### src/rtl/clkdiv_bank_pkg.sv
package clkdiv_bank_pkg;

    typedef enum logic [1:0] {
        GO_IDLE = 2'd0,
        GO_ARM  = 2'd1,
        GO_RUN  = 2'd2,
        GO_DONE = 2'd3
    } go_state_e;

    // word indices (byte address / 4); dividers occupy words 0..NUM_DIV-1
    localparam int unsigned WIDX_CHG  = 3;
    localparam int unsigned WIDX_ALN  = 4;
    localparam int unsigned WIDX_CMD  = 5;
    localparam int unsigned WIDX_STAT = 6;

endpackage

### src/rtl/cdb_divider.sv
module cdb_divider #(
    parameter int               RATIO_W   = 8,
    parameter logic [RATIO_W-1:0] RST_RATIO = '0
) (
    input  logic               clk,
    input  logic               rst_n,
    input  logic               en,
    input  logic [RATIO_W-1:0] new_ratio,
    input  logic               load,
    input  logic               park_req,
    output logic               tick,
    output logic               parked,
    output logic [RATIO_W-1:0] act_ratio
);

    logic [RATIO_W-1:0] cnt_q;
    logic [RATIO_W-1:0] act_q;
    logic               park_q;

    // terminal count of the running period
    assign tick      = en & ~park_q & (cnt_q == act_q);
    assign parked    = park_q;
    assign act_ratio = act_q;

    always_ff @(posedge clk or negedge rst_n) begin
        if (!rst_n) begin
            cnt_q  <= '0;
            act_q  <= RST_RATIO;
            park_q <= 1'b0;
        end else if (load) begin
            act_q  <= new_ratio;
            cnt_q  <= '0;
            park_q <= 1'b0;
        end else if (park_req) begin
            park_q <= 1'b1;
        end else if (!park_q) begin
            if (!en || tick) begin
                cnt_q <= '0;
            end else begin
                cnt_q <= cnt_q + 1'b1;
            end
        end
    end

endmodule

### src/rtl/cdb_regs.sv
module cdb_regs
    import clkdiv_bank_pkg::*;
#(
    parameter int                        NUM_DIV    = 3,
    parameter int                        RATIO_W    = 8,
    parameter int                        DATA_W     = 32,
    parameter int                        ADDR_W     = 5,
    parameter int                        EN_BIT     = 15,
    parameter logic [NUM_DIV*RATIO_W-1:0] RST_RATIOS = {8'h3F, 8'h04, 8'h02},
    parameter logic [NUM_DIV*8-1:0]      SLOT_POS   = {8'd7, 8'd4, 8'd1}
) (
    input  logic                            clk,
    input  logic                            rst_n,
    input  logic                            bus_we,
    input  logic [ADDR_W-1:0]               bus_addr,
    input  logic [DATA_W-1:0]               bus_wdata,
    output logic [DATA_W-1:0]               bus_rdata,
    input  logic                            busy,
    input  logic [NUM_DIV-1:0]              chg_clr,
    output logic [NUM_DIV-1:0][RATIO_W-1:0] cfg_ratio,
    output logic [NUM_DIV-1:0]              cfg_en,
    output logic [NUM_DIV-1:0]              chg_q,
    output logic [NUM_DIV-1:0]              aln_q,
    output logic                            go_req
);

    localparam int IDX_W = ADDR_W - 2;

    logic [IDX_W-1:0] widx;
    logic             wr_chg;
    logic             wr_aln;

    assign widx   = bus_addr[ADDR_W-1:2];
    assign wr_chg = bus_we && (widx == IDX_W'(WIDX_CHG));
    assign wr_aln = bus_we && (widx == IDX_W'(WIDX_ALN));
    assign go_req = bus_we && (widx == IDX_W'(WIDX_CMD)) && bus_wdata[0];

    for (genvar g = 0; g < NUM_DIV; g++) begin : g_slot
        localparam int P = int'(SLOT_POS[g*8 +: 8]);

        logic               wr_div;
        logic [RATIO_W-1:0] ratio_r;
        logic               en_r;
        logic               chg_r;
        logic               chg_nxt;
        logic               aln_r;

        assign wr_div = bus_we && (widx == IDX_W'(g));

        always_comb begin
            chg_nxt = chg_r;
            if (wr_chg) begin
                chg_nxt = bus_wdata[P];
            end else if (wr_div && (bus_wdata[RATIO_W-1:0] != ratio_r)) begin
                chg_nxt = 1'b1;
            end
            if (chg_clr[g]) begin
                chg_nxt = 1'b0;
            end
        end

        always_ff @(posedge clk or negedge rst_n) begin
            if (!rst_n) begin
                ratio_r <= RST_RATIOS[g*RATIO_W +: RATIO_W];
                en_r    <= 1'b1;
                chg_r   <= 1'b0;
                aln_r   <= 1'b1;
            end else begin
                if (wr_div) begin
                    ratio_r <= bus_wdata[RATIO_W-1:0];
                    en_r    <= bus_wdata[EN_BIT];
                end
                if (wr_aln) begin
                    aln_r <= bus_wdata[P];
                end
                chg_r <= chg_nxt;
            end
        end

        assign cfg_ratio[g] = ratio_r;
        assign cfg_en[g]    = en_r;
        assign chg_q[g]     = chg_r;
        assign aln_q[g]     = aln_r;
    end

    always_comb begin
        bus_rdata = '0;
        for (int i = 0; i < NUM_DIV; i++) begin
            if (widx == IDX_W'(i)) begin
                bus_rdata[RATIO_W-1:0] = cfg_ratio[i];
                bus_rdata[EN_BIT]      = cfg_en[i];
            end
            if (widx == IDX_W'(WIDX_CHG)) begin
                bus_rdata[int'(SLOT_POS[i*8 +: 8])] = chg_q[i];
            end
            if (widx == IDX_W'(WIDX_ALN)) begin
                bus_rdata[int'(SLOT_POS[i*8 +: 8])] = aln_q[i];
            end
        end
        if (widx == IDX_W'(WIDX_STAT)) begin
            bus_rdata[0] = busy;
        end
    end

endmodule

### src/rtl/cdb_go_fsm.sv
module cdb_go_fsm
    import clkdiv_bank_pkg::*;
#(
    parameter int NUM_DIV = 3
) (
    input  logic               clk,
    input  logic               rst_n,
    input  logic               go_req,
    input  logic [NUM_DIV-1:0] chg,
    input  logic [NUM_DIV-1:0] aln,
    input  logic [NUM_DIV-1:0] tick,
    input  logic [NUM_DIV-1:0] parked,
    input  logic [NUM_DIV-1:0] en,
    output logic               busy,
    output logic [NUM_DIV-1:0] load,
    output logic [NUM_DIV-1:0] park_req,
    output logic [NUM_DIV-1:0] chg_clr,
    output logic [NUM_DIV-1:0] captured
);

    go_state_e          state_q;
    go_state_e          state_d;
    logic [NUM_DIV-1:0] rem_imm_q;
    logic [NUM_DIV-1:0] rem_aln_q;
    logic [NUM_DIV-1:0] sel_q;
    logic               in_run;
    logic               release_grp;

    always_ff @(posedge clk or negedge rst_n) begin
        if (!rst_n) begin
            state_q <= GO_IDLE;
        end else begin
            state_q <= state_d;
        end
    end

    always_comb begin
        state_d = state_q;
        unique case (state_q)
            GO_IDLE: if (go_req) state_d = GO_ARM;
            GO_ARM:  state_d = GO_RUN;
            GO_RUN:  if ((rem_imm_q | rem_aln_q) == '0) state_d = GO_DONE;
            GO_DONE: state_d = GO_IDLE;
            default: state_d = GO_IDLE;
        endcase
    end

    always_comb begin
        in_run      = (state_q == GO_RUN);
        release_grp = in_run && (rem_aln_q != '0) && ((parked | ~rem_aln_q) == '1);
        busy        = (state_q != GO_IDLE);
        chg_clr     = (state_q == GO_DONE) ? sel_q : '0;
        captured    = sel_q;
        for (int i = 0; i < NUM_DIV; i++) begin
            load[i]     = in_run && ((rem_imm_q[i] && (tick[i] || !en[i]))
                                     || (rem_aln_q[i] && release_grp));
            park_req[i] = in_run && rem_aln_q[i] && !parked[i]
                          && (tick[i] || !en[i]) && !release_grp;
        end
    end

    always_ff @(posedge clk or negedge rst_n) begin
        if (!rst_n) begin
            rem_imm_q <= '0;
            rem_aln_q <= '0;
            sel_q     <= '0;
        end else if (state_q == GO_ARM) begin
            rem_imm_q <= chg & ~aln;
            rem_aln_q <= chg & aln;
            sel_q     <= chg;
        end else if (state_q == GO_RUN) begin
            rem_imm_q <= rem_imm_q & ~load;
            rem_aln_q <= rem_aln_q & ~load;
        end
    end

endmodule

### src/rtl/clkdiv_bank.sv
module clkdiv_bank #(
    parameter int                        NUM_DIV    = 3,
    parameter int                        RATIO_W    = 8,
    parameter int                        DATA_W     = 32,
    parameter int                        ADDR_W     = 5,
    parameter int                        EN_BIT     = 15,
    parameter logic [NUM_DIV*RATIO_W-1:0] RST_RATIOS = {8'h3F, 8'h04, 8'h02},
    parameter logic [NUM_DIV*8-1:0]      SLOT_POS   = {8'd7, 8'd4, 8'd1}
) (
    input  logic                clk,
    input  logic                rst_n,
    input  logic                bus_we,
    input  logic [ADDR_W-1:0]   bus_addr,
    input  logic [DATA_W-1:0]   bus_wdata,
    output logic [DATA_W-1:0]   bus_rdata,
    output logic [NUM_DIV-1:0]  div_tick,
    output logic                go_busy
);

    logic [NUM_DIV-1:0][RATIO_W-1:0] cfg_ratio;
    logic [NUM_DIV-1:0][RATIO_W-1:0] act_ratio;
    logic [NUM_DIV-1:0]              cfg_en;
    logic [NUM_DIV-1:0]              chg_q;
    logic [NUM_DIV-1:0]              aln_q;
    logic [NUM_DIV-1:0]              chg_clr;
    logic [NUM_DIV-1:0]              captured;
    logic [NUM_DIV-1:0]              load_v;
    logic [NUM_DIV-1:0]              park_v;
    logic [NUM_DIV-1:0]              parked_v;
    logic [NUM_DIV-1:0]              tick_v;
    logic                            go_req;
    logic                            busy;

    cdb_regs #(
        .NUM_DIV(NUM_DIV), .RATIO_W(RATIO_W), .DATA_W(DATA_W), .ADDR_W(ADDR_W),
        .EN_BIT(EN_BIT), .RST_RATIOS(RST_RATIOS), .SLOT_POS(SLOT_POS)
    ) u_regs (
        .clk(clk), .rst_n(rst_n), .bus_we(bus_we), .bus_addr(bus_addr),
        .bus_wdata(bus_wdata), .bus_rdata(bus_rdata), .busy(busy),
        .chg_clr(chg_clr), .cfg_ratio(cfg_ratio), .cfg_en(cfg_en),
        .chg_q(chg_q), .aln_q(aln_q), .go_req(go_req)
    );

    cdb_go_fsm #(.NUM_DIV(NUM_DIV)) u_fsm (
        .clk(clk), .rst_n(rst_n), .go_req(go_req), .chg(chg_q), .aln(aln_q),
        .tick(tick_v), .parked(parked_v), .en(cfg_en), .busy(busy),
        .load(load_v), .park_req(park_v), .chg_clr(chg_clr), .captured(captured)
    );

    for (genvar g = 0; g < NUM_DIV; g++) begin : g_div
        cdb_divider #(
            .RATIO_W(RATIO_W),
            .RST_RATIO(RST_RATIOS[g*RATIO_W +: RATIO_W])
        ) u_div (
            .clk(clk), .rst_n(rst_n), .en(cfg_en[g]), .new_ratio(cfg_ratio[g]),
            .load(load_v[g]), .park_req(park_v[g]), .tick(tick_v[g]),
            .parked(parked_v[g]), .act_ratio(act_ratio[g])
        );
    end

    assign div_tick = tick_v;
    assign go_busy  = busy;

endmodule

### config.mk
export PLATFORM = sky130hd
export DESIGN_NAME = clkdiv_bank
export DESIGN_NICKNAME = d
export VERILOG_FILES = /design/src/rtl/clkdiv_bank_pkg.sv /design/src/rtl/cdb_divider.sv /design/src/rtl/cdb_regs.sv /design/src/rtl/cdb_go_fsm.sv /design/src/rtl/clkdiv_bank.sv
export SDC_FILE = /design/constraint.sdc
export NUM_CORES = 1
export LEC_CHECK = 0
export CAP_MARGIN = 0
export CORE_ASPECT_RATIO = 0.6
export CORE_UTILIZATION = 59
export CTS_CLUSTER_DIAMETER = 100
export DETAILED_ROUTE_END_ITERATION = 7
export GPL_TIMING_DRIVEN = 0
export PLACE_DENSITY = 0.87
export SYNTH_ARGS = -nofsm -noshare
export SYNTH_HDL_FRONTEND = slang
export SYNTH_SLANG_ARGS = --single-unit
### constraint.sdc
create_clock -name clk -period 4.9 [get_ports clk]
set_input_delay 0.49 -clock clk [delete_from_list [all_inputs] [get_ports clk]]
set_output_delay 0.49 -clock clk [all_outputs]
set_load 0.005 [all_outputs]
# Yosys cells after proc, flatten, opt, wreduce, memory -nomap -nowiden
# Cells that the tools add are included.
dict set report word_totals {
  regBits 95
  input_bits 40
  out_inout_bits 36
  word_cells 180
}
dict set report classes {
  add_sub_neg 3
  n_eq_ne 24
  mux 48
  bitwise_logic 18
  reduce_logical 62
}
# op n
set ops {}
lappend ops {{$mux 8} 15}
lappend ops {{$logic_and 1x1->1} 33}
lappend ops {{$mux 1} 25}
lappend ops {{$add 8x1->8 const B} 3}
lappend ops {{$eq 8x8->1} 3}
lappend ops {{$ne 8x8->1} 3}
lappend ops {{$mux 3} 5}
lappend ops {{$and 3x3->3} 4}
lappend ops {{$eq 3x3->1 const B} 4}
lappend ops {{$ne 2x1->1 const B} 6}
lappend ops {{$reduce_bool 3->1} 4}
lappend ops {{$reduce_bool 2->1} 5}
lappend ops {{$not 3->3} 3}
lappend ops {{$pmux 2 s4} 1}
lappend ops {{$reduce_and 2->1} 4}
lappend ops {{$logic_not 1->1} 7}
lappend ops {{$and 1x1->1} 6}
lappend ops {{$eq 3x2->1 const B} 2}
lappend ops {{$logic_not 3->1} 2}
lappend ops {{$logic_or 1x1->1} 6}
lappend ops {{$or 3x3->3} 2}
lappend ops {{$eq 2x2->1 const B} 2}
lappend ops {{$mux 2} 2}
lappend ops {{$ne 2x2->1 const B} 2}
lappend ops {{other kinds (4)} 6}

# Longest topological paths before layout
# Gate-level depths: netlist of run 1.
dict set report depth {
  depth_word 11
  mapped_depth 8
  ltp_nobuf 7
}

# Hierarchy
# From an unflattened synthesis of run 1, not the netlist that was laid out.
dict set report unflattened {
  hier_cells 521
  hier_area_um2 5577.8
}
# mod instances cells_each area_each_um2 seq_area_each_um2
set modules_own_cells {}
lappend modules_own_cells {cdb_regs 1 205 2178.3 843.3}
lappend modules_own_cells {{cdb_divider (g_div[0].u_div ...)} 2 72 853.3 426.7}
lappend modules_own_cells {{cdb_divider (g_div[2].u_div)} 1 72 859.6 432.9}
lappend modules_own_cells {cdb_go_fsm 1 100 833.3 275.3}

# Worst setup path before layout of run 1
# No wires, ideal clock.
dict set report synth_path {
  path_type {register to register}
  start {register u_fsm.state_q[0]}
  end {register g_div[1].u_div.act_q[0]}
  arrival_time_ns 2.000
  slack_ns 2.775
  path_stages_with_launch 8
  n_path_buf 1
  path_cell_list {dfrtp_1 -> inv_1 -> ha_1 -> clkbuf_1 -> nand2_1 -> or4_1 -> nand2_1 -> mux2_2}
}
dict set report synth_via {
  elab_chain_cells 6
}
# element line
set synth_lines {}
lappend synth_lines {{from (decl)} cdb_go_fsm.sv:21} ;# go_state_e state_q;
lappend synth_lines {{from (signal assigned)} cdb_go_fsm.sv:33} ;# state_q <= state_d;
lappend synth_lines {{$eq 2x2->1 *} cdb_go_fsm.sv:49} ;# in_run = (state_q == GO_RUN);
lappend synth_lines {{$logic_and 1x1->1 (2 in series)} cdb_go_fsm.sv:50} ;# release_grp = in_run && (rem_aln_q != '0) && ((parked | ~rem_aln_q) == '1);
lappend synth_lines {{$logic_and 1x1->1} cdb_go_fsm.sv:56} ;# || (rem_aln_q[i] && release_grp));
lappend synth_lines {{$logic_or 1x1->1} cdb_go_fsm.sv:56}
lappend synth_lines {{$logic_and 1x1->1 *} cdb_go_fsm.sv:55} ;# load[i] = in_run && ((rem_imm_q[i] && (tick[i] || !en[i]))
lappend synth_lines {{to (signal assigned)} cdb_divider.sv:31} ;# act_q <= new_ratio;
lappend synth_lines {{to (decl)} cdb_divider.sv:17} ;# logic [RATIO_W-1:0] act_q;
# Mark *: on every way between the ends. The rest lies on a longest branch, timed or not.
# A chain may end at the register's enable or synchronous reset.

# Final worst setup path of run 1
dict set report layout_path {
  start {input bus_addr[3]}
  end {output bus_rdata[4]}
}
dict set report layout_via {
  elab_chain_cells 6
}
# element line
set layout_lines {}
lappend layout_lines {{from (decl)} clkdiv_bank.sv:13} ;# input logic [ADDR_W-1:0] bus_addr,
lappend layout_lines {{$logic_not 3->1} cdb_regs.sv:89} ;# if (widx == IDX_W'(i)) begin
lappend layout_lines {{$mux 8 (2 in series)} cdb_regs.sv:89}
lappend layout_lines {{$mux 1} cdb_regs.sv:93} ;# if (widx == IDX_W'(WIDX_CHG)) begin
lappend layout_lines {{$mux 1} cdb_regs.sv:96} ;# if (widx == IDX_W'(WIDX_ALN)) begin
lappend layout_lines {{$mux 8 *} cdb_regs.sv:89}
lappend layout_lines {{to (decl)} clkdiv_bank.sv:15} ;# output logic [DATA_W-1:0] bus_rdata,
# Marks and branches as above.

==> impl_results.md, run 1 <==
- Syn Std Cell Area: 5233 sq um
- Area Overhead vs Synth: 13.22%
- Adder-cell share of the synthesized area: 1.913%
- Initial antenna violation count: 0
- Cts bufs inserted: 9
- Final Hold Viols: 0
- Clk slew on worst S/H paths: 0.06 ns
- # rows: 26
- Synth async-reset ratio: 100.0%
- Most area-consuming cells after synthesis: dfrtp_1 35%, mux2_2 12%, dfstp_2 11%
- Pwr per Cell Area: 520.8 nW/um^2
- Post-DRT Antenna Nets: 0
- Number of global-route vias before repair: 3,935
- Height of the die: 74.95 microns
- Max Fclk: 0.3297 GHz
- Final Skew: 0.006893 ns
- CORE AREA: 8556 sq um
- CTS tree: done
- Postcts setup bufs: 0
- Compound-Gate Fraction of Synth Area: 11.07%
- DR WL/cell: 20.10 microns
- Top cell type's share of synthesized area: 34.91%
- Die width: 123.6 microns
- Unrepaired setup endpoints after global routing: false
- Post-synth top flop: dfrtp_1
- Outcome: finished clean
- Leak pwr: 2.614 nW
- Synth Area in XOR/XNOR: 9.374%
- Drt pass-1 iters: 5
- Post-synth EDFFs: 0
- Final setup vio count: 0
- HP Class: input pin to asynchronous set/reset pin
- VDD IR-drop max: 288.6 uV
- Mux contribution to synthesized area: 14.66%
- Post-Place Cells: 635
- Die area: 9261 sq um
- Tmin final: 3.033 ns
- Fraction of the mapped netlist area in simple logic gates: 10.59%
- Vias per inst: 6.045
- Max Cap Violations: 0
- First-pass GRT wire length: 21,220 microns
- Pins over their slew limit: 0
- 1st-iter DRT viols: 440
- Setup_tns: 0 ns
- CP Capture Type: output port
- Ratio of cells with drive above 1 in the final layout: 24.30%
- HPWL Detailed: 9472 microns
- Register area share after synthesis: 45.96%
- Drc violations: 0
- Cells after Synth: 484
- Max FO, Critical Path: 10
- Startpoint Class: input pin
- Pin count of the biggest net entering global routing: 52
- Yosys cell types: 54
- Hold Buf Count CTS: 0
- Max Buffers Root-to-Sink: 2
- Post-route insts no fill: 651
- Main combinational cell family by area after synthesis: multiplexers
- Leading cell type in the layout, fill and taps excluded: dfrtp_1
- Total Routed Length: 13,090 microns
- Required time worst endpoint: 4.41 ns
- Nets: 582
- Clock Tree Root: clkbuf_16
- Yosys reg bits: 95
- DR vias: 3,935
- Tcrit/Tclk final: 61.89%
- CTS resizes: 0
- H-tree levels: 3
- Port-buffer cells: 16
- Total I/O pin count: 76
- Critical path class: input pin to output port
- Remaining global-route overflow: 0
- Slew @ Worst Pin: 0.8021 ns
- GPL Wtd Cong: 0.9393
- Clock sinks: 95
- Slew HR: 46.33%
- R2R Setup Slk: 2.23 ns
- Yosys top cell by area: dfrtp_1
- Starting Density: 61.16%
- Commonest non-fill, non-tap cells in the layout: 73 x dfrtp_1, 56 x mux2_2, 28 x xor2_1, 28 x xnor2_1, 28 x nor2_1
- Total GRT Usage: 31.98%
- Yosys warns: 0
- Post-Syn Area per Cell: 10.81 sq um
- Worst-Skew Late Latency: 0.35 ns
- Diode count: 0
- CP arrival: 2.54 ns
[per-layer routing]
| metal | up-vias | global-route usage, % | share of wire [%] |
|---|---|---|---|
| li1 | 1763 | - | - |
| met1 | 1941 | 43.99 | 44 |
| met2 | 212 | 48.23 | 44 |
| met3 | 19 | 10.53 | 10 |
| met4 | 0 | 10.71 | 1.4 |
| met5 | - | 0 | 0 |
[worst paths after layout]
| kind | end | startpoint | depth (start not counted) |
|---|---|---|---|
| worst max-delay path | bus_rdata[4] | bus_addr[3] | 6 |
| worst max register to register | g_div[1].u_div.act_ratio[0] | u_fsm.state_q[0] | 7 |
| worst min-delay path | g_div[0].u_div.act_ratio[6] | rst_n | 1 |
| min in group clk | u_regs.g_slot[2].chg_r | u_fsm.captured[2] | 1 |
| max in group asynchronous | u_regs.g_slot[1].aln_r | rst_n | 2 |
| worst min register to register | u_regs.g_slot[2].chg_r | u_fsm.captured[2] | 1 |
[per-stage QoR]
stage	setup slack [ns]	util (%)	cell area, sq um	power (W)	hold WS [ns]
final	1.867	69.25	5924	0.003085	0.1752
after global routing	1.745	69.25	5924	0.003238	0.2342
after detailed placement	1.994	65.84	5633	0.002342	0.4565
after global placement	0.02656	65.63	5615	0.002265	0.4617
after floorplan	2.775	-	5315	0.002010	0.1944
after CTS	1.912	69.25	5924	0.003057	0.1965
[critical path: stages]
cell and delay (ns):
clkbuf_1 0.25, buf_1 0.55, mux2i_1 0.40, o22ai_1 0.16, o21a_1 0.24, clkdlybuf4s50_1 0.45
[Yosys cell counts, types with 13 or more instances]
library cell	number
mux2_2	56
nand3_1	18
inv_1	14
nand2_1	25
dfrtp_1	73
o21ai_0	19
nor2_1	28
a21oi_1	13
buf_4	26
dfstp_2	22
xor2_1	28
a22o_1	13
xnor2_1	28
clkbuf_1	17
[area by class of cell]
type	instances	area [sq um]
buffer	47	276.5
clock buffer	12	246.5
clock inverter	4	45.04
fill	591	2631
inverter	15	56.30
multi-input combinational	349	2577
sequential	95	2405
tap	112	140.1
timing repair buffer	17	177.7
[registers in the layout, summed over array words and instances (netlist names)]
name,flops
u_fsm.captured,3
u_regs.g_slot.chg_r,3
g_div.u_div.cnt_q,24
u_fsm.rem_aln_q,3
g_div.u_div.act_ratio,24
u_regs.g_slot.aln_r,3
u_regs.g_slot.ratio_r,24
u_fsm.state_q,2
g_div.u_div.parked,3
u_fsm.rem_imm_q,3
u_regs.g_slot.en_r,3
[kinds of logic after synthesis]
kind of cell / after synthesis
muxes: 67
adders and majority gates: 8
buffers and inverters: 62
and+or+nand+nor: 113
xor gates and xnor gates: 56
DFF: 95
AOI/OAI and AO/OA: 82
other: 1
[report_power, final]
group / switching [W] / total (W) / internal (W)
logic: 0.000538 / 0.00103 / 0.000495
registers: 0.000278 / 0.00135 / 0.00107
clock network: 0.000299 / 0.000706 / 0.000407
total: 0.00112 / 0.00309 / 0.00197
Note: power is estimated with default switching activity, not from simulation.
==> run 2, diff against run 1 <==
--- a/config.mk
+++ b/config.mk
@@ -7,11 +7,11 @@
 export LEC_CHECK = 0
 export CAP_MARGIN = 0
 export CORE_ASPECT_RATIO = 0.6
-export CORE_UTILIZATION = 59
+export CORE_UTILIZATION = 55
 export CTS_CLUSTER_DIAMETER = 100
 export DETAILED_ROUTE_END_ITERATION = 7
 export GPL_TIMING_DRIVEN = 0
-export PLACE_DENSITY = 0.87
+export PLACE_DENSITY = 0.82
 export SYNTH_ARGS = -nofsm -noshare
 export SYNTH_HDL_FRONTEND = slang
 export SYNTH_SLANG_ARGS = --single-unit
==> constraint.sdc (replaced) <==
create_clock -name clk -period 3 [get_ports clk]
set_input_delay 0.3 -clock clk [delete_from_list [all_inputs] [get_ports clk]]
set_output_delay 0.3 -clock clk [all_outputs]
set_load 0.005 [all_outputs]
==> run 2 against run 1 <==
Count of clock-buffer cells in the layout is the same. Worst setup slack worse by 1.6 ns. Non-clock buffer count increased by 1. Flip-flop and latch count did not move. Clock power up 71%. Core utilization is 4.1 points lower. Global-route usage down 3.7 points. Register-to-register slack lost 1.9 ns. Cell count is 2.9% higher. Critical path depth is 1 higher. Critical endpoint is now g_div[1].u_div.act_ratio[1]. Largest cell class unchanged.
==> impl_results.md, run 2 (synthesis results as in run 1) <==
- Outcome: finished clean
- Max Cap Violations: 0
- Unrepaired setup endpoints after global routing: false
- Max FO, Critical Path: 10
- H-tree levels: 3
- Post-DRT Antenna Nets: 0
- HP Class: input pin to asynchronous set/reset pin
- CORE AREA: 9189 sq um
- Worst-Skew Late Latency: 0.34 ns
- Vias per inst: 5.934
- Hold Buf Count CTS: 1
- Port-buffer cells: 16
- Required time worst endpoint: 3.23 ns
- Total Routed Length: 12,860 microns
- Multi-input gate area: 2577 sq um
- HPWL Detailed: 9347 microns
- Die area: 9921 sq um
- Drt pass-1 iters: 5
- Worst-path cell chain: inv_1 -> ha_1 -> clkbuf_1 -> nand2_1 -> or4_1 -> nand2_1 -> mux2_2
- Clock sinks: 95
- Final Skew: 0.008745 ns
- WHS: 0.3953 ns
- Gate power share: 32.9%
- Final Hold Viols: 0
- Leading cell type in the layout, fill and taps excluded: dfrtp_1
- Cells on worst reg2reg path: 7
- Tcrit/Tclk final: 90.59%
- DR vias: 3,976
- CP max-delay cell: clkbuf_1
- P_int: 0.003283 W
- Final setup vio count: 0
- Area Overhead vs Synth: 14.32%
- CTS resizes: 0
- Slew @ Worst Pin: 0.7582 ns
- DR WL/cell: 19.20 microns
- Nets: 583
- CP arrival: 2.95 ns
- Diode count: 0
- CP Capture Type: flop
- VDD IR-drop max: 498.7 uV
- Die width: 127.9 microns
- First-pass GRT wire length: 21,060 microns
- Clock Tree Root: clkbuf_16
- Height of the die: 77.56 microns
- Number of global-route vias before repair: 3,883
- Postcts setup bufs: 0
- Starting Density: 56.94%
- Net load switching power: 0.001807 W
- Tmin final: 2.718 ns
- Total GRT Usage: 28.32%
- Leak pwr: 2.622 nW
- Slew HR: 49.27%
- CTS tree: done
- Drc violations: 0
- Crit-path max cell delay: 0.51 ns
- Setup_tns: 0 ns
- 1st-iter DRT viols: 369
- Power share of the sequential group: 43.3%
- Total I/O pin count: 76
- Switching part of the total: 35.50%
- Clock share of power: 23.7%
- # rows: 27
- GPL Wtd Cong: 0.9669
- Ratio of cells with drive above 1 in the final layout: 24.07%
- Pin count of the biggest net entering global routing: 76
- Critical path class: flop to flop
- Max Buffers Root-to-Sink: 2
- Register area: 2405 sq um
- Filler instances: 726
- CP most frequent cell: nand2_1
- Launch point of the worst reg-to-reg path: u_fsm.state_q[0]
- Clk slew on worst S/H paths: 0.07 ns
- Remaining global-route overflow: 0
- Initial antenna violation count: 0
- Startpoint Class: flop
- Pins over their slew limit: 0
- Commonest non-fill, non-tap cells in the layout: 73 x dfrtp_1, 56 x mux2_2, 28 x xor2_1, 28 x xnor2_1, 28 x nor2_1
- Final instance area: 5982 sq um
- Max Fclk: 0.3679 GHz
- Pwr per Cell Area: 851.0 nW/um^2
- Worst Setup SP: u_fsm.state_q[0]
- Cts bufs inserted: 9
- Area after DPL: 5663 sq um
==> run 2: cell count changes in the layout (fill, tap and decap cells not counted), sizes merged <==
| cell | change |
|---|---|
| dlygate4sd3 | +1 |
| bufinv | +1 |
| clkinv | -2 |
| clkinvlp | +1 |
==> run 2: worst max-delay path, delay by kind of cell (launching register included) <==
kind	cells	cell delay (ns)
buf+inv	2	0.64
fa+ha+maj	1	0.32
flops	1	0.43
simple gates	3	0.83
mux	1	0.38
==> run 2: per-stage QoR <==
| stage | total power, W | setup WS (ns) | util [%] | instances |
|---|---|---|---|---|
| 2_1_floorplan | 0.003283 | 0.8754 | - | 506 |
| 3_3_place_gp | 0.003709 | -1.704 | 61.36 | 652 |
| 3_5_place_dp | 0.003831 | 0.3793 | 61.63 | 653 |
| 4_1_cts | 0.005060 | 0.3570 | 65.10 | 670 |
| 5_1_grt | 0.005361 | 0.1683 | 65.10 | 670 |
| 6_report | 0.005091 | 0.2822 | 65.10 | 670 |
==> run 2: final cells by class <==
type | instances | area share (%)
Multi-Input combinational cell | 349 | 43.09
Sequential cell | 95 | 40.20
Buffer | 47 | 4.622
Clock buffer | 12 | 3.953
Timing Repair Buffer | 18 | 3.263
Tap cell | 130 | 2.719
Clock inverter | 4 | 1.213
Inverter | 15 | 0.9412
==> run 2: path summary, 6_finish.rpt <==
kind,end,slack (ns)
setup / recovery,g_div[1].u_div.act_ratio[1],0.28
min in group clk,u_regs.g_slot[1].aln_r,0.43
hold reg to reg,u_regs.g_slot[1].chg_r,0.50
max in group asynchronous,u_regs.g_slot[0].aln_r,1.92
setup reg to reg,g_div[1].u_div.act_ratio[1],0.28
hold / removal,g_div[0].u_div.act_ratio[6],0.40
==> run 2: per-layer routing <==
layer  track usage, %  share of wire, %
met3            7.448               8.9
met5                0                 0
met4            8.353               1.6
met1            41.68                46
met2            40.82                43
==> run 2: power groups by stage <==
stage               clock network [W]  registers [W]  logic (W)
finish                        0.00121        0.00221    0.00168
global route                  0.00126        0.00226    0.00184
CTS                           0.00121        0.00219    0.00166
detailed placement                  0        0.00221    0.00162
global placement                    0        0.00217    0.00154
floorplan                           0        0.00203    0.00125
==> run 3, diff against run 2 <==
--- a/config.mk
+++ b/config.mk
@@ -6,7 +6,6 @@
 export NUM_CORES = 1
 export LEC_CHECK = 0
 export CAP_MARGIN = 0
-export CORE_ASPECT_RATIO = 0.6
 export CORE_UTILIZATION = 55
 export CTS_CLUSTER_DIAMETER = 100
 export DETAILED_ROUTE_END_ITERATION = 7
==> run 3 against run 2 <==
Cell count fell by 0.15%. Flip-flop and latch count stayed put. Sequential share of layout area rose by 0.80 points. Via count fell by 3.7%. Global-route usage fell by 2.9 points. Critical path type unchanged.
==> impl_results.md, run 3 (synthesis results as in run 1) <==
- Outcome: finished clean
- Hold path start: bus_wdata[4]
- Setup_tns: 0 ns
- Die area: 9908 sq um
- CP arrival: 2.85 ns
- Hold Buf Count CTS: 1
- Clock Tree Root: clkbuf_8
- Power Total: 0.004619 W
- Drc violations: 0
- Leak pwr: 2.570 nW
- Total Routed Length: 11,740 microns
- Postcts setup bufs: 0
- Max Buffers Root-to-Sink: 2
- Final Worst Setup Slack: 0.3926 ns
- Max Fclk: 0.3835 GHz
- Nets: 583
- # rows: 35
- Starting Density: 56.63%
- Worst r2r dst: g_div[1].u_div.act_ratio[0]
- First-pass GRT wire length: 19,260 microns
- Final Skew: 0.01968 ns
- Initial antenna violation count: 0
- Post-DRT Antenna Nets: 0
- Tcrit/Tclk final: 86.91%
- 1st-iter DRT viols: 365
- Slew HR: 46.68%
- Clk slew on worst S/H paths: 0.09 ns
- Hold EP: u_regs.g_slot[1].aln_r
- Required time worst endpoint: 3.25 ns
- Ratio of cells with drive above 1 in the final layout: 24.63%
- Total I/O pin count: 76
- Post-Place Cells: 652
- Worst Hold Path Cells: 3
- Pins over their slew limit: 0
- Pre-CTS WS: 0.4300 ns
- Commonest non-fill, non-tap cells in the layout: 73 x dfrtp_1, 56 x mux2_2, 28 x xor2_1, 28 x xnor2_1, 28 x nor2_1
- Final instance area: 5866 sq um
- CORE AREA: 9240 sq um
- Port-buffer cells: 16
- Final setup vio count: 0
- Die width: 99.54 microns
- Max FO, Critical Path: 10
- Area Overhead vs Synth: 12.10%
- Post-route insts no fill: 669
- Startpoint Class: flop
- Remaining global-route overflow: 0
- DR vias: 3,830
- Slew @ Worst Pin: 0.7968 ns
- R2R Setup Slk: 0.39 ns
- DR WL/cell: 17.55 microns
- Cts bufs inserted: 9
- Worst-path cell chain: inv_1 -> ha_1 -> clkbuf_1 -> nand2_1 -> or4_1 -> nand2_1 -> mux2_2
- Total GRT Usage: 25.39%
- Crit-path max cell delay: 0.44 ns
- Clock sinks: 95
- CP Capture Type: flop
- Unrepaired setup endpoints after global routing: false
- CP most frequent cell: nand2_1
- CTS resizes: 0
- Vias per inst: 5.725
- Cells on worst reg2reg path: 7
- CP max-delay cell: clkbuf_1
- Number of global-route vias before repair: 3,758
- GPL Wtd Cong: 0.8766
- Leading cell type in the layout, fill and taps excluded: dfrtp_1
- Area after DPL: 5662 sq um
- Pin count of the biggest net entering global routing: 72
- Worst-Skew Late Latency: 0.36 ns
- Height of the die: 99.54 microns
- Drt pass-1 iters: 5
- Pwr per Cell Area: 787.4 nW/um^2
- HPWL Detailed: 8592 microns
- Max Cap Violations: 0
- Final Hold Viols: 0
- Critical path class: flop to flop
- Tmin final: 2.607 ns
- CTS tree: done
- H-tree levels: 3
- Diode count: 0
- VDD IR-drop max: 420.7 uV
- HP Class: input pin to flop
- Launch point of the worst reg-to-reg path: u_fsm.state_q[0]
==> run 3: cell count changes in the layout (fill, tap and decap cells not counted), sizes merged <==
cell,before,now
clkinv,1,2
bufinv,2,0
clkinvlp,1,2
==> run 3: power breakdown <==
part           switching, W  internal (W)  leakage, nW
combinational      0.000812      0.000809         1.31
clock              0.000449      0.000370       0.0946
sequential         0.000439       0.00174         1.16
==> run 3: how the worst max path moves through the flow <==
| stage | startpoint | endpoint | slack, ns | depth (start not counted) |
|---|---|---|---|---|
| after detailed placement | u_fsm.state_q[0] | g_div[1].u_div.act_ratio[0] | 0.43 | 7 |
| after global placement | rst_n | u_regs.g_slot[2].ratio_r[6] | -1.70 | 1 |
| after global routing | u_fsm.state_q[0] | g_div[1].u_div.act_ratio[5] | 0.26 | 7 |
| after floorplan | u_fsm.state_q[0] | g_div[1].u_div.act_ratio[0] | 0.88 | 7 |
| final | u_fsm.state_q[0] | g_div[1].u_div.act_ratio[0] | 0.39 | 7 |
| after CTS | u_fsm.state_q[0] | g_div[1].u_div.act_ratio[0] | 0.41 | 7 |
==> run 3: critical path: cells and delay by family (launching register included) <==
kind | cells | cell delay, ns
simple gates | 3 | 0.83
mux | 1 | 0.38
buf+inv | 2 | 0.56
fa+ha+maj | 1 | 0.29
flops | 1 | 0.42
==> run 3: area by class of cell <==
cell class	count	area, sq um
Buffer	47	276.5
Clock buffer	12	165.2
Clock inverter	4	28.78
Fill cell	729	3374
Inverter	15	56.30
Multi-Input combinational cell	349	2577
Sequential cell	95	2405
Tap cell	129	161.4
Timing Repair Buffer	18	195.2
==> run 3: through the flow <==
stage	hold slack (ns)	util (%)
CTS	0.3439	63.48
global placement	0.4459	61.00
detailed placement	0.2354	61.27
finish	0.3504	63.48
floorplan	0.004409	-
global route	0.4016	63.48
==> run 3: routing by layer <==
layer / GRT usage [%] / up-vias / wire length [microns]
li1: - / 1768 / -
met1: 34.74 / 1876 / 5183
met2: 40.60 / 163 / 5548
met3: 4.287 / 23 / 759
met4: 9.955 / 0 / 248
met5: 0 / - / 0
